$ cat config.mk
export PLATFORM = sky130hd
export DESIGN_NAME = dual_serial_regif
export DESIGN_NICKNAME = d
export VERILOG_FILES = /design/src/rtl/dsr_pkg.sv /design/src/rtl/dsr_ticker.sv /design/src/rtl/dsr_chan.sv /design/src/rtl/dsr_irq_ctl.sv /design/src/rtl/dual_serial_regif.sv
export SDC_FILE = /design/constraint.sdc
export NUM_CORES = 1
export LEC_CHECK = 0
export CELL_PAD_IN_SITES_DETAIL_PLACEMENT = 1
export CELL_PAD_IN_SITES_GLOBAL_PLACEMENT = 2
export CORE_ASPECT_RATIO = 0.5
export CORE_MARGIN = 1.5
export CORE_UTILIZATION = 28
export DETAILED_ROUTE_END_ITERATION = 10
export GPL_ROUTABILITY_DRIVEN = 0
export PLACE_DENSITY = 0.75
export SYNTH_ARGS = -nofsm -noshare
export SYNTH_HDL_FRONTEND = slang
export SYNTH_SLANG_ARGS = --single-unit
$ cat constraint.sdc
create_clock -name clk -period 2.3 [get_ports clk]
set_input_delay 0.69 -clock clk [delete_from_list [all_inputs] [get_ports clk]]
set_output_delay 0.69 -clock clk [all_outputs]
set_load 0.01 [all_outputs]
$ cat src/rtl/dsr_pkg.sv
package dsr_pkg;
  localparam int NCH  = 2;
  localparam int NREG = 16;
  localparam int PW   = $clog2(NREG);
  // status register 0 bits
  localparam int S0_RXRDY = 0;
  localparam int S0_TXRDY = 2;
  localparam int S0_DCD   = 3;
  localparam int S0_CTS   = 5;
  // shared pending register bits
  localparam int PB_TX = 1;
  localparam int PB_RX = 2;
  localparam int PA_TX = 4;
  localparam int PA_RX = 5;
  // write register fields
  localparam int W1_TIE   = 1;
  localparam int W9_MIE   = 3;
  localparam logic [4:0] CLR_CODE = 5'b00111;

  function automatic logic [PW-1:0] ptr_load(input logic [7:0] v);
    return (v < 8'd16) ? v[PW-1:0] : {1'b0, v[2:0]};
  endfunction

  function automatic logic [7:0] status0(input logic rdy);
    logic [7:0] s;
    s = '0;
    s[S0_TXRDY] = 1'b1;
    s[S0_DCD]   = 1'b1;
    s[S0_CTS]   = 1'b1;
    s[S0_RXRDY] = rdy;
    return s;
  endfunction

  function automatic logic irq_decide(input logic tx_act, input logic rxp0,
                                      input logic rxp1, input logic [7:0] w1_0,
                                      input logic [7:0] w1_1, input logic [7:0] w9);
    logic a;
    a = tx_act | (rxp0 & (|w1_0[4:3])) | (rxp1 & (|w1_1[4:3]));
    return a & w9[W9_MIE];
  endfunction
endpackage

$ cat src/rtl/dsr_ticker.sv
module dsr_ticker #(
  parameter int TICK_DIV = 1024
) (
  input  logic clk,
  input  logic rst_n,
  output logic tick
);
  localparam int TW = (TICK_DIV > 2) ? $clog2(TICK_DIV) : 1;
  localparam logic [TW-1:0] LAST = TW'(TICK_DIV - 1);
  logic [TW-1:0] cnt_q;

  always_ff @(posedge clk) begin
    if (!rst_n) cnt_q <= '0;
    else if (cnt_q == LAST) cnt_q <= '0;
    else cnt_q <= cnt_q + 1'b1;
  end

  assign tick = (cnt_q == LAST);
endmodule

$ cat src/rtl/dsr_chan.sv
module dsr_chan
  import dsr_pkg::*;
#(
  parameter bit OWNS_SHARED = 1'b0
) (
  input  logic       clk,
  input  logic       rst_n,
  input  logic       acc,
  input  logic       is_data,
  input  logic       we,
  input  logic [7:0] wdata,
  input  logic       rx_avail,
  input  logic [7:0] rx_char,
  input  logic       set_rdy,
  input  logic [7:0] pend,
  output logic [7:0] rdata,
  output logic [7:0] wr1,
  output logic [7:0] wr9,
  output logic       clr_cmd,
  output logic       tx_fire,
  output logic       rx_pop,
  output logic       tx_stb,
  output logic [7:0] tx_byte
);
  logic [PW-1:0] ptr_q;
  logic [7:0]    wr_q [NREG];
  logic          rdy_q;

  // named access events
  logic ctl_wr, ctl_rd, dat_wr, dat_rd;
  assign ctl_wr  = acc & ~is_data & we;
  assign ctl_rd  = acc & ~is_data & ~we;
  assign dat_wr  = acc & is_data & we;
  assign dat_rd  = acc & is_data & ~we;
  assign clr_cmd = ctl_wr & (ptr_q == '0) & (wdata[7:3] == CLR_CODE);
  assign tx_fire = dat_wr;
  assign rx_pop  = dat_rd & rx_avail;

  always_ff @(posedge clk) begin
    if (!rst_n) begin
      ptr_q   <= '0;
      rdy_q   <= 1'b0;
      tx_stb  <= 1'b0;
      tx_byte <= '0;
      for (int i = 0; i < NREG; i++) wr_q[i] <= '0;
    end else begin
      if (ctl_wr) begin
        if (ptr_q == '0) ptr_q <= ptr_load(wdata);
        else begin
          wr_q[ptr_q] <= wdata;
          ptr_q <= '0;
        end
      end else if (ctl_rd) begin
        ptr_q <= '0;
      end
      if (dat_rd) rdy_q <= 1'b0;
      else if (set_rdy) rdy_q <= 1'b1;
      tx_stb <= dat_wr & (wdata != 8'h00);
      if (dat_wr) tx_byte <= wdata;
    end
  end

  assign wr1 = wr_q[1];
  assign wr9 = wr_q[9];

  always_comb begin
    if (is_data) rdata = rx_avail ? rx_char : 8'h00;
    else begin
      case (ptr_q)
        PW'(0):  rdata = status0(rdy_q);
        PW'(3):  rdata = OWNS_SHARED ? pend : 8'h00;
        default: rdata = 8'h00;
      endcase
    end
  end

  assert_ptr_after_write_R4: assert property (@(posedge clk) disable iff (!rst_n)
    (ctl_wr && ptr_q != '0) |=> (ptr_q == '0));
  assert_ptr_after_read_R5: assert property (@(posedge clk) disable iff (!rst_n)
    ctl_rd |=> (ptr_q == '0));
  assert_status_fixed_R6: assert property (@(posedge clk) disable iff (!rst_n)
    (ctl_rd && ptr_q == '0) |-> (rdata[5:2] == 4'b1011));
  assert_rdy_drop_R9: assert property (@(posedge clk) disable iff (!rst_n)
    dat_rd |=> !rdy_q);
  assert_zero_silent_R8: assert property (@(posedge clk) disable iff (!rst_n)
    (dat_wr && wdata == 8'h00) |=> !tx_stb);
endmodule

$ cat src/rtl/dsr_irq_ctl.sv
module dsr_irq_ctl
  import dsr_pkg::*;
(
  input  logic       clk,
  input  logic       rst_n,
  input  logic       upd,
  input  logic [1:0] tx_fire,
  input  logic [1:0] clr_cmd,
  input  logic [1:0] rx_avail,
  input  logic [7:0] wr1_0,
  input  logic [7:0] wr1_1,
  input  logic [7:0] wr9_1,
  output logic [7:0] pend_q,
  output logic [1:0] set_rdy,
  output logic       irq_q
);
  logic       tx_act;
  logic [7:0] pend_upd, pend_nxt;
  logic       irq_new;

  always_comb begin
    tx_act = (pend_q[PB_TX] & wr1_0[W1_TIE]) | (pend_q[PA_TX] & wr1_1[W1_TIE]);
    pend_upd = pend_q;
    pend_upd[PB_RX] = 1'b0;
    pend_upd[PA_RX] = 1'b0;
    set_rdy = 2'b00;
    if (!tx_act) begin
      pend_upd[PB_RX] = rx_avail[0];
      pend_upd[PA_RX] = rx_avail[1];
      if (upd) set_rdy = rx_avail;
    end
    irq_new = irq_decide(tx_act, pend_upd[PB_RX], pend_upd[PA_RX], wr1_0, wr1_1, wr9_1);
    pend_nxt = upd ? pend_upd : pend_q;
    pend_nxt[PB_TX] = pend_nxt[PB_TX] | tx_fire[0];
    pend_nxt[PA_TX] = pend_nxt[PA_TX] | tx_fire[1];
    if (|clr_cmd) pend_nxt = '0;
  end

  always_ff @(posedge clk) begin
    if (!rst_n) begin
      pend_q <= '0;
      irq_q  <= 1'b0;
    end else begin
      pend_q <= pend_nxt;
      if (upd) irq_q <= irq_new;
    end
  end

  assert_clear_all_R7: assert property (@(posedge clk) disable iff (!rst_n)
    (|clr_cmd) |=> (pend_q == 8'h00));
  assert_rx_skip_R10: assert property (@(posedge clk) disable iff (!rst_n)
    (upd && tx_act && !(|clr_cmd)) |=> (!pend_q[PB_RX] && !pend_q[PA_RX]));
  assert_master_gate_R11: assert property (@(posedge clk) disable iff (!rst_n)
    (upd && !wr9_1[W9_MIE]) |=> !irq_q);
  assert_irq_hold_R12: assert property (@(posedge clk) disable iff (!rst_n)
    !upd |=> $stable(irq_q));
endmodule

$ cat src/rtl/dual_serial_regif.sv
module dual_serial_regif
  import dsr_pkg::*;
#(
  parameter int ADDR_W      = 4,
  parameter int STRIDE_LOG2 = 0,
  parameter int TICK_DIV    = 1024
) (
  input  logic              clk,
  input  logic              rst_n,
  input  logic              bus_sel,
  input  logic              bus_we,
  input  logic [ADDR_W-1:0] bus_addr,
  input  logic [7:0]        bus_wdata,
  output logic [7:0]        bus_rdata,
  input  logic [1:0]        rx_avail,
  input  logic [15:0]       rx_char,
  output logic [1:0]        rx_pop,
  output logic              irq,
  output logic [1:0]        tx_stb,
  output logic [15:0]       tx_byte
);
  logic [1:0] port_idx;
  logic       sel_ch;
  logic       acc_q, tick, upd;
  logic [7:0] ch_rd  [NCH];
  logic [7:0] ch_wr1 [NCH];
  logic [7:0] ch_wr9 [NCH];
  logic [1:0] clr_cmd, tx_fire, set_rdy;
  logic [7:0] pend;

  assign port_idx = bus_addr[STRIDE_LOG2 +: 2];
  assign sel_ch   = port_idx[1];

  always_ff @(posedge clk) begin
    if (!rst_n) acc_q <= 1'b0;
    else acc_q <= bus_sel;
  end

  dsr_ticker #(.TICK_DIV(TICK_DIV)) u_tick (.clk(clk), .rst_n(rst_n), .tick(tick));
  assign upd = acc_q | tick;

  for (genvar g = 0; g < NCH; g++) begin : g_ch
    dsr_chan #(.OWNS_SHARED(g == 1)) u_ch (
      .clk(clk), .rst_n(rst_n),
      .acc(bus_sel && (sel_ch == 1'(g))),
      .is_data(port_idx[0]), .we(bus_we), .wdata(bus_wdata),
      .rx_avail(rx_avail[g]), .rx_char(rx_char[8*g +: 8]),
      .set_rdy(set_rdy[g]), .pend(pend),
      .rdata(ch_rd[g]), .wr1(ch_wr1[g]), .wr9(ch_wr9[g]),
      .clr_cmd(clr_cmd[g]), .tx_fire(tx_fire[g]), .rx_pop(rx_pop[g]),
      .tx_stb(tx_stb[g]), .tx_byte(tx_byte[8*g +: 8])
    );
  end

  dsr_irq_ctl u_irq (
    .clk(clk), .rst_n(rst_n), .upd(upd), .tx_fire(tx_fire), .clr_cmd(clr_cmd),
    .rx_avail(rx_avail), .wr1_0(ch_wr1[0]), .wr1_1(ch_wr1[1]), .wr9_1(ch_wr9[1]),
    .pend_q(pend), .set_rdy(set_rdy), .irq_q(irq)
  );

  assign bus_rdata = bus_sel ? ch_rd[sel_ch] : 8'h00;

  assert_one_strobe_R8: assert property (@(posedge clk) disable iff (!rst_n)
    $onehot0(tx_stb));
  assert_pop_on_read_R9: assert property (@(posedge clk) disable iff (!rst_n)
    (|rx_pop) |-> (bus_sel && !bus_we && port_idx[0]));
endmodule

== Word-level counts from Yosys, hierarchy flattened ==
Memories as Yosys holds them, arrays and structs flattened.
Cells that the tools add are included.

* Output and inout port bits: 29
* RAM bits: 256
* Register bits: 44
* Memories: 2

{| class="wikitable"
|+ Memories
! memory !! words !! bits a word !! rd ports !! clocked after Yosys merged registers in !! wr ports !! line !! source
|-
| g_ch[0].u_ch.wr_q || 16 || 8 || 1 || 0 || 16 || dsr_chan.sv:26 || <nowiki>logic [7:0] wr_q [NREG];</nowiki>
|-
| g_ch[1].u_ch.wr_q || 16 || 8 || 2 || 0 || 16 || dsr_chan.sv:26 ||
|}

* Equal/unequal tests: 3
* Bitwise logic cells: 36
* Muxes and demuxes: 36
* Reduce and logical (&&, ||, !) cells: 15
* Magnitude comparators: 2
* Add/sub/neg operators: 1

{| class="wikitable"
|+ Operators by type and width
! kind !! number
|-
| $mux 8 || 10
|-
| $mux 4 || 9
|-
| $and 1x1->1 || 25
|-
| $reduce_or 8->1 || 2
|-
| $mux 1 || 13
|-
| $pmux 6 s2 || 1
|-
| $add 10x1->10 const B || 1
|-
| $eq 10x10->1 const B || 1
|-
| $reduce_or 2->1 || 5
|-
| $logic_not 4->1 || 2
|-
| $lt 8x5->1 const B || 1
|-
| $reduce_bool 8->1 || 1
|-
| $mux 6 || 1
|-
| $or 1x1->1 || 6
|-
| $eq 5x3->1 const B || 1
|-
| $eq 4x2->1 const B || 1
|-
| $mux 2 || 2
|-
| $not 1->1 || 4
|-
| $reduce_bool 2->1 || 2
|-
| $reduce_or 3->1 || 1
|-
| $ge 2x2->1 const B || 1
|-
| $logic_and 1x1->1 || 2
|-
| $not 1->2 || 1
|}

== Longest topological paths before layout ==
Gate-level depths: netlist of the first run.

* Word-level depth: 9
* Gate-level depth with buffers: 6
* Gate-level depth less buffers: 5

== By module ==
From an unflattened synthesis of the first run, not the netlist that was laid out.

* Cell total of the unflattened synthesis: 352
* Area total of the unflattened synthesis: 3553.4 um^2

{| class="wikitable"
|+ Modules (own cells, without submodules)
! module !! cells each !! instances !! sequential area each (um^2) !! area an instance (um^2)
|-
| dsr_chan (g_ch[1].u_ch) || 137 || 1 || 760.7 || 1367.6
|-
| dsr_chan (g_ch[0].u_ch) || 110 || 1 || 760.7 || 1286.2
|-
| dsr_ticker || 51 || 1 || 200.2 || 441.7
|-
| dsr_irq_ctl || 31 || 1 || 100.1 || 264.0
|-
| dual_serial_regif || 23 || 1 || 20.0 || 193.9
|}

== Least setup slack after synthesis of the first run ==
Ideal clock, no wire load.

* Kind: input to output
* Start: input bus_addr[0]
* End: output bus_rdata[2]
* Path buffers: 2
* Arrival time: 1.471 ns
* Setup slack: 0.139 ns
* Stages: 4
* Cells stage by stage: buf_2 clkbuf_1 a32oi_1 o22ai_1

* Longest elaborated chain between the ends: 5
* Elaborated cells between the ends (all ways): 6

{| class="wikitable"
|+ Ends and longest elaborated chain
! what !! line !! source
|-
| start: declaration || dual_serial_regif.sv:12 || <nowiki>input logic [ADDR_W-1:0] bus_addr,</nowiki>
|-
| $mux 8 || dsr_chan.sv:67 || <nowiki>if (is_data) rdata = rx_avail ? rx_char : 8'h00;</nowiki>
|-
| $mux 8 (implied by the code) * (3 in series) || dual_serial_regif.sv:61 || <nowiki>assign bus_rdata = bus_sel ? ch_rd[sel_ch] : 8'h00;</nowiki>
|-
| $mux 8 * || dual_serial_regif.sv:61 ||
|-
| end: declaration || dual_serial_regif.sv:14 || <nowiki>output logic [7:0] bus_rdata,</nowiki>
|}

Mark *: on every way between the ends. The rest lies on a longest branch, timed or not. The select of a mux whose other input is x is not followed.

== Worst setup path after layout of the first run ==
* Start: input rx_char[2]
* End: output bus_rdata[2]

* Longest elaborated chain between the ends: 6

{| class="wikitable"
|+ Ends and longest elaborated chain
! what !! line !! source
|-
| start: declaration || dual_serial_regif.sv:16 || <nowiki>input logic [15:0] rx_char,</nowiki>
|-
| $mux 8 (2 in series) || dsr_chan.sv:67 ||
|-
| $mux 8 (implied by the code) (3 in series) || dual_serial_regif.sv:61 ||
|-
| $mux 8 || dual_serial_regif.sv:61 ||
|}

Every way passes these cells. The select of a mux whose other input is x is not followed.

==> impl_metrics.env, run 1 <==
export IMPL_syn_nets=304
export IMPL_placement_cell_area_um2=3299
export IMPL_period_needed_ns=2.287
export IMPL_dr_total_vias=2289
export IMPL_die_w_um=134.2
export IMPL_grt_max_degree=29
export IMPL_clock_path_buffers=2
export IMPL_dp_hpwl_um=5715
export IMPL_syn_to_final_growth_pct=45.69
export IMPL_start_util_pct=29.49
export IMPL_dieArea_um2=9206
export IMPL_outcome="complete, no violations"
export IMPL_crit_buf_inv=2
export IMPL_die_h_um=68.60
export IMPL_max_slew_worst_pin_slew_ns=0.3793
export IMPL_cts_hold_buffers=0
export IMPL_critical_path_max_stage_delay_ns=0.47
export IMPL_yosysWarnings=0
export IMPL_fill_cells=978
export IMPL_cts_tree="done"
export IMPL_crit_fanout=1
export IMPL_synth_top_area_share_pct=36.55
export IMPL_viasPerCell=4.891
export IMPL_slew_headroom_pct=74.64
export IMPL_synth_seq_area_share_pct=45.28
export IMPL_drt_iter0_markers=96
export IMPL_grt_pass1_vias=2444
export IMPL_drc=0
export IMPL_drt_pass1_iterations=4
export IMPL_cp_arrival_ns=1.60
export IMPL_diodes=0
export IMPL_clk_pin_slew_ns=0.08
export IMPL_post_place_ws_ns=-0.8442
export IMPL_final_area_um2=3511
export IMPL_drt_wl_total_um=7608
export IMPL_synthesis_area_um2=2410
export IMPL_grt_setup_unrepaired="no"
export IMPL_hold_path_class="reg -> reg"
export IMPL_async_flop_share_pct=0
export IMPL_start_kind="input port"
export IMPL_synth_edf_count=7
export IMPL_path_cells="clkdlybuf4s50_1 > a21boi_1 > o22ai_1 > buf_2"
export IMPL_finish_utilization_pct=42.96
export IMPL_maxCapViolations=0
export IMPL_clock_skew_ns=0.01271
export IMPL_grt_pass1_wl_um=12370
export IMPL_cellLeakagePower_nw=1.381
export IMPL_drive_gt1_share_pct=21.35
export IMPL_power_density_nw_per_um2=563.0
export IMPL_period_share_pct=99.41
export IMPL_slowest_stage="clkdlybuf4s50_1"
export IMPL_worstPathRequired_ns=1.61
export IMPL_fin_hold_ws_ns=0.4575
export IMPL_drv_slew=0
export IMPL_rows=23
export IMPL_ioPinCount=63
export IMPL_fin_ws_ns=0.01350
export IMPL_placedCellCount=457
export IMPL_final_cell_count_no_fill=468
export IMPL_clk_latency_ns=0.30
export IMPL_cts_root_buf="clkbuf_16"
export IMPL_fin_setup_tns_ns=0
export IMPL_vdd_drop_max_mv=0.2915
export IMPL_wl_per_cell_um=16.26
export IMPL_r2r_setup_slack_ns=0.63
export IMPL_ant_nets=0
export IMPL_yosysUniqueCellTypes=45
export IMPL_yosys_area_top_type="dfxtp_1"
export IMPL_grt_usage_pct=17.45
export IMPL_cts_max_level=2
export IMPL_antenna_found_initial=0
export IMPL_nets=390
export IMPL_netlist_instances=269
export IMPL_ys_top_cells_by_area="dfxtp_1 (37%), edfxtp_1 (8.7%), nand2_1 (8.3%)"
export IMPL_hold_viol_final=0
export IMPL_worst_setup_path_end_kind="output port"
export IMPL_critical_path_class="in -> out"
export IMPL_max_freq_ghz=0.4373
export IMPL_syn_area_per_cell_um2=8.958
export IMPL_overflow=0
export IMPL_synthFlopType="dfxtp_1"
export IMPL_ys_ff_latch=51
export IMPL_finalSetupViolCount=0
export IMPL_p_total_mw=1.977
export IMPL_crit_family="buffers and inverters"
export IMPL_core_area_um2=8173
export IMPL_cts_sink_count=51
export IMPL_portBuffers=60
export IMPL_cts_made_buffers=5
==> sequential cells by signal (all words and copies together) (netlist names) <==
name,count
u_irq.pend_q,4
g_ch.u_ch.ptr_q,8
acc_q,1
g_ch.u_ch.rdy_q,2
u_irq.irq_q,1
g_ch.u_ch.tx_byte,16
u_tick.cnt_q,10
g_ch.u_ch.wr_q,7
g_ch.u_ch.tx_stb,2
==> worst paths after layout <==
check / startpoint / to / cells after the start
max reg2reg: g_ch[1].u_ch.ptr_q[1] / g_ch[1].u_ch.wr_q[9][3] / 4
max: rx_char[2] / bus_rdata[2] / 4
min reg2reg: g_ch[0].u_ch.tx_byte[1] / g_ch[0].u_ch.tx_byte[1] / 2
min: g_ch[0].u_ch.tx_byte[1] / g_ch[0].u_ch.tx_byte[1] / 2
==> routing by layer <==
metal	wire length [µm]	global-route usage, %	part of all wire (%)
met1	3610	21.71	47
met2	3709	31.54	49
met3	210	3.509	2.8
met4	78	4.839	1.0
met5	0	0	0
==> layout make-up <==
| class | count | area [µm²] | share of cell area (%) |
|---|---|---|---|
| clock buffer | 5 | 125.1 | 3.564 |
| clock inverter | 3 | 23.77 | 0.6771 |
| inverter | 1 | 3.754 | 0.1069 |
| multi-input combinational | 199 | 1279 | 36.42 |
| sequential | 51 | 1095 | 31.18 |
| tap | 112 | 140.1 | 3.991 |
| timing repair buffer | 97 | 844.6 | 24.06 |
==> cell usage after synthesis (5+ instances only) <==
master    count
nand2_1      53
a22oi_1       9
and2_1       15
dfxtp_1      44
buf_4         5
o21ai_0       5
nor2b_1      12
edfxtp_1      7
clkbuf_1      7
and3_1        7
nor2_1       12
nor4_1        5
a21boi_1     16
nand3_1      11
==> timing repair <==
action	CTS	global route
endpoints found under the setup margin	10	8
pin swaps	7	10
endpoints found under the hold margin	0	0
gates resized for setup	73	12
cloned	1	0
buffers inserted	2	0
==> cell usage in the layout (no fill, tap or decap), types with 7 or more instances in the layout <==
cell type        instances
a21boi_1                17
nor2_1                  12
nand3_1                 11
nor2b_1                 12
and2_1                  14
clkdlybuf4s50_1         41
a22oi_1                  7
dfxtp_1                 41
edfxtp_1                 7
nand2_1                 53
buf_4                   35
buf_2                   10
==> kinds of logic (layout without fill, tap and decap cells) <==
kind of cell	Yosys count	in the layout	share of synthesized area (%)
xor+xnor	8	8	2.907
fa+ha+maj	1	1	0.5191
compound gates	53	53	16.87
flops	51	51	45.27
buf+inv	19	106	4.569
simple gates	137	137	29.85
==> power breakdown <==
group          internal, mW  switching (mW)
sequential            0.925          0.0156
clock                 0.410           0.364
combinational         0.139           0.124
==> worst reg2reg max path: cells and delay by family, from the launching register on <==
family                 cells  cell delay (ns)
buffers and inverters      1             0.15
DFF                        1             0.34
and+or+nand+nor            3             0.89
Power figures use the tool's default switching activity.
==> run 2: changes to the inputs <==
--- a/config.mk
+++ b/config.mk
@@ -12,6 +12,7 @@
 export CORE_UTILIZATION = 28
 export DETAILED_ROUTE_END_ITERATION = 10
 export GPL_ROUTABILITY_DRIVEN = 0
+export HOLD_SLACK_MARGIN = 0.1
 export PLACE_DENSITY = 0.75
 export SYNTH_ARGS = -nofsm -noshare
 export SYNTH_HDL_FRONTEND = slang
==> results of run 2 <==
The final DEF is identical to that of run 1; final timing and power are the same.
